**src/rtl/pld_cell_pkg.sv**
```systemverilog
package pld_cell_pkg;

    typedef enum logic {
        Q_CLR = 1'b0,
        Q_SET = 1'b1
    } q_state_e;

    typedef enum logic [1:0] {
        MODE_REG_INV   = 2'b00,
        MODE_REG_TRUE  = 2'b01,
        MODE_COMB_INV  = 2'b10,
        MODE_COMB_TRUE = 2'b11
    } cell_mode_e;

    function automatic cell_mode_e decode_mode(input logic mode_bit, input logic pol_bit);
        return cell_mode_e'({mode_bit, pol_bit});
    endfunction

endpackage

```
**src/rtl/pld_term_or.sv**
```systemverilog
module pld_term_or #(
    parameter int NUM_TERMS = 16
) (
    input  logic [NUM_TERMS-1:0] terms,
    output logic                 sum
);
    localparam int CHAIN_W = NUM_TERMS + 1;

    logic [CHAIN_W-1:0] chain;

    assign chain[0] = 1'b0;

    genvar gi;
    generate
        for (gi = 0; gi < NUM_TERMS; gi++) begin : g_or
            assign chain[gi+1] = chain[gi] | terms[gi];
        end
    endgenerate

    assign sum = chain[CHAIN_W-1];
endmodule

```
**src/rtl/pld_cell_reg.sv**
```systemverilog
module pld_cell_reg
    import pld_cell_pkg::*;
(
    input  logic clk,
    input  logic clr_async,
    input  logic set_sync,
    input  logic d_in,
    output logic q_out
);
    q_state_e state_q;
    q_state_e state_d;

    always_ff @(posedge clk or posedge clr_async) begin
        if (clr_async) begin
            state_q <= Q_CLR;
        end else begin
            state_q <= state_d;
        end
    end

    always_comb begin
        state_d = state_q;
        unique case (state_q)
            Q_CLR: begin
                if (set_sync || d_in) state_d = Q_SET;
                else                  state_d = Q_CLR;
            end
            Q_SET: begin
                if (set_sync || d_in) state_d = Q_SET;
                else                  state_d = Q_CLR;
            end
            default: state_d = Q_CLR;
        endcase
    end

    always_comb begin
        q_out = (state_q == Q_SET);
    end
endmodule

```
**src/rtl/pld_out_stage.sv**
```systemverilog
module pld_out_stage
    import pld_cell_pkg::*;
(
    input  cell_mode_e mode,
    input  logic       sum,
    input  logic       q_bit,
    input  logic       oe_term,
    output logic       pin_val,
    output logic       pin_oe,
    output logic       fb_true,
    output logic       fb_comp
);
    always_comb begin
        pin_val = 1'b0;
        fb_true = 1'b0;
        unique case (mode)
            MODE_REG_INV: begin
                pin_val = ~q_bit;
                fb_true = q_bit;
            end
            MODE_REG_TRUE: begin
                pin_val = q_bit;
                fb_true = q_bit;
            end
            MODE_COMB_INV: begin
                pin_val = ~sum;
                fb_true = ~sum;
            end
            MODE_COMB_TRUE: begin
                pin_val = sum;
                fb_true = sum;
            end
            default: begin
                pin_val = 1'b0;
                fb_true = 1'b0;
            end
        endcase
        fb_comp = ~fb_true;
        pin_oe  = oe_term;
    end
endmodule

```
**src/rtl/pld_out_cell.sv**
```systemverilog
module pld_out_cell
    import pld_cell_pkg::*;
#(
    parameter int NUM_TERMS = 16
) (
    input  logic                 clk,
    input  logic [NUM_TERMS-1:0] terms,
    input  logic                 oe_term,
    input  logic                 ar_term,
    input  logic                 sp_term,
    input  logic                 cfg_pol,
    input  logic                 cfg_mode,
    output logic                 pin_val,
    output logic                 pin_oe,
    output logic                 fb_true,
    output logic                 fb_comp
);
    logic       sum;
    logic       q_bit;
    cell_mode_e mode;

    assign mode = decode_mode(cfg_mode, cfg_pol);

    pld_term_or #(
        .NUM_TERMS(NUM_TERMS)
    ) u_or (
        .terms(terms),
        .sum  (sum)
    );

    pld_cell_reg u_reg (
        .clk      (clk),
        .clr_async(ar_term),
        .set_sync (sp_term),
        .d_in     (sum),
        .q_out    (q_bit)
    );

    pld_out_stage u_out (
        .mode   (mode),
        .sum    (sum),
        .q_bit  (q_bit),
        .oe_term(oe_term),
        .pin_val(pin_val),
        .pin_oe (pin_oe),
        .fb_true(fb_true),
        .fb_comp(fb_comp)
    );
endmodule

```
**config.mk**
```make
export PLATFORM = sky130hd
export DESIGN_NAME = pld_out_cell
export DESIGN_NICKNAME = d
export VERILOG_FILES = /design/src/rtl/pld_cell_pkg.sv /design/src/rtl/pld_term_or.sv /design/src/rtl/pld_cell_reg.sv /design/src/rtl/pld_out_stage.sv /design/src/rtl/pld_out_cell.sv
export SDC_FILE = /design/constraint.sdc
export NUM_CORES = 1
export LEC_CHECK = 0
export BUFFER_PORTS_ARGS = -buffer_cell sky130_fd_sc_hd__buf_4
export CAP_MARGIN = 10
export CORE_AREA = 5 5 42 44
export DETAILED_ROUTE_END_ITERATION = 8
export DIE_AREA = 0 0 47 49
export GPL_ROUTABILITY_DRIVEN = 0
export SLEW_MARGIN = 20
export SYNTH_ARGS = -nofsm -noshare
export SYNTH_HDL_FRONTEND = slang
export SYNTH_SLANG_ARGS = --single-unit
```
**constraint.sdc**
```tcl
create_clock -name clk -period 2.7 [get_ports clk]
set_input_delay 0.27 -clock clk [delete_from_list [all_inputs] [get_ports clk]]
set_output_delay 0.27 -clock clk [all_outputs]
set_load 0.1 [all_outputs]
```
==> summary.md <==
| Metric | Value |
|---|---|
| Synth cell types | `12` |
| Maximum vdd drop | `0.0520 mV` |
| Worst EP arrival | `1.57 ns` |
| Cells along the critical path | `buf_4 -> nor4_1 -> nand4_1 -> mux2i_1 -> xor2_1 -> buf_4` |
| GRT Total Usage | `4.85%` |
| Combinational group share of total power | `76.1%` |
| Die Y | `49 microns` |
| Clock power share | `0%` |
| Area grow syn2layout | `149%` |
| Share of power burned in registers | `23.9%` |
| Int Power | `0.0388 mW` |
| Die W | `47 microns` |
| Most frequent cells in the layout | `23 x buf_4, 3 x nor4_1, 2 x xor2_1` |
| Crit Path Category | `input port to primary output` |
| Port Buf Inserts | `23` |
| Share of cells above drive strength 1 | `67.6%` |
| Slowest stage delay, CP | `0.30 ns` |
| Total Routed Length | `493 microns` |
| Vias in the first global route | `242` |
| Post-CTS sizing | `0` |
| Initial antenna violation count | `0` |
| CP Capture Type | `primary output` |
| Final Max Slew Viols | `0` |
| Total inserted antenna cells | `0` |
| Vias per inst | `3.91` |
| Hold Path Class | `input port to asynchronous set/reset pin` |
| I/O pin total | `26` |
| Via count | `207` |
| Run status | `completed` |
| Achievable Freq | `0.544 GHz` |
| Ys Warns | `0` |
| Fin Hold WS | `0.115 ns` |
| Die footprint | `2300 sq um` |
| Final Cycle Share | `68.1%` |
| Most common cell after layout, fill and taps aside | `buf_4` |
| Synth Net Count | `37` |
| DR WL/cell | `9.30 microns` |
| CP Launch Type | `input port` |
| Drc violations | `0` |
| DP Area | `309 sq um` |
| Rel. slew slack | `82.1%` |
| Largest register FFs | `1` |
| Cell area after synthesis | `124 sq um` |
| Largest net degree at the start of global routing | `5` |
| CTS clk-pin slew, worst paths | `0 ns` |
| Post-layout min period | `1.84 ns` |
| Pwr per Cell Area | `207 nW/um^2` |
| CP max stage cell | `buf_4` |
| Core box area | `1400 sq um` |
| Filler cells | `162` |
| Remaining Overflow, GRT | `0` |
| Switching share of total power | `39.3%` |
| FF+latch count, synth | `1` |
| Crit-path max FO | `3` |
| First-pass GRT wire length | `883 microns` |
| Final Hold Viols | `0` |
| P_leak | `0.156 nW` |
| Hold buffers post-CTS | `0` |
| Setup TNS | `0 ns` |
| Antenna Nets Post-Route | `0` |
| Cells after synthesis | `15` |
| Seq/Total Area, Yosys | `20.2%` |
| Switching pwr | `0.0251 mW` |
| Max-cap viol count | `0` |
| Setup bufs post-CTS | `0` |
| Finished Cell Area | `309 sq um` |
| Most Frequent Cell on Critical Path | `buf_4` |
| RSZ-0062 raised after global routing | `false` |
| HPWL after detailed placement | `493 microns` |
| Site Rows | `14` |
| Final setup violation count | `0` |
| Drt first-iter violations | `0` |
| Worst Max-Slew Pin Slew | `0.266 ns` |
| Worst EP required | `2.43 ns` |
| Effective utilization at floorplan | `8.84%` |
| Layout Nets | `61` |
| Synth Area per Inst | `8.26 sq um` |
| Drt pass-1 iters | `1` |
==> power groups by stage <==
| stage | sequential, mW | combinational, mW | clock (mW) |
|---|---|---|---|
| final | 0.0153 | 0.0487 | 0 |
| after global routing | 0.0153 | 0.0515 | 0 |
| after CTS | 0.0153 | 0.0492 | 0 |
| after detailed placement | 0.0153 | 0.0492 | 0 |
| after global placement | 0.0153 | 0.0486 | 0 |
| after floorplan | 0.0153 | 0.0286 | 0 |
==> through the flow <==
stage | power [mW] | worst slack, ns | instances | util, %
final | 0.0639 | 0.862 | 53 | 22.1
after global routing | 0.0668 | 0.698 | 53 | 22.1
after CTS | 0.0645 | 0.818 | 53 | 22.1
after detailed placement | 0.0644 | 0.817 | 53 | 22.1
after global placement | 0.0638 | 0.826 | 53 | 22.1
after floorplan | 0.0438 | 0.0736 | 15 | -
==> cells by family (layout without fill, tap and decap cells) <==
kind of cell | Yosys count | in the layout | synth area share, %
XOR/XNOR | 2 | 2 | 14.1
AO/OA/AOI/OAI | 2 | 2 | 10.1
multiplexers | 1 | 1 | 8.08
buffers and inverters | 2 | 24 | 9.09
flip-flops | 1 | 1 | 20.2
AND/OR/NAND/NOR | 7 | 7 | 38.4
==> cells in the mapped netlist (all sizes together) <==
master	n	share of area [%]
a21oi	1	4.0
inv	1	3.0
nand4	1	5.1
xor2	2	14
a21o	1	6.1
buf	1	6.1
nor4	4	25
mux2i	1	8.1
or2	1	5.1
nor2	1	3.0
dfrtp	1	20
==> cell type report <==
class,count,area (sq um),share of cell area (%)
Timing Repair Buffer,23,173,55.9
Sequential cell,1,25.0,8.10
Multi-Input combinational cell,12,87.6,28.3
Inverter,1,3.75,1.21
Tap cell,16,20.0,6.48
==> path summary, 6_finish.rpt <==
kind	from	end	slack, ns	cells past startpoint
setup / recovery	terms[13]	pin_val	0.86	6
hold / removal	ar_term	u_reg.q_out	0.12	2
max in group asynchronous	ar_term	u_reg.q_out	2.49	2
min in group clk	sp_term	u_reg.q_out	0.47	2
==> worst max-delay path: cells and delay by family <==
family                 cells  cell delay (ns)
multiplexers               1             0.21
buffers and inverters      2             0.41
AND/OR/NAND/NOR            2             0.51
XOR/XNOR                   1             0.15
==> routing by layer <==
| layer | GRT usage [%] | share of wire [%] | vias up |
|---|---|---|---|
| met3 | 1.85 | 27 | 0 |
| li1 | - | - | 101 |
| met2 | 8.60 | 38 | 24 |
| met4 | 0 | 0 | 0 |
| met1 | 5.69 | 35 | 82 |
| met5 | 0 | 0 | - |
(Power assumes the default switching activity.)
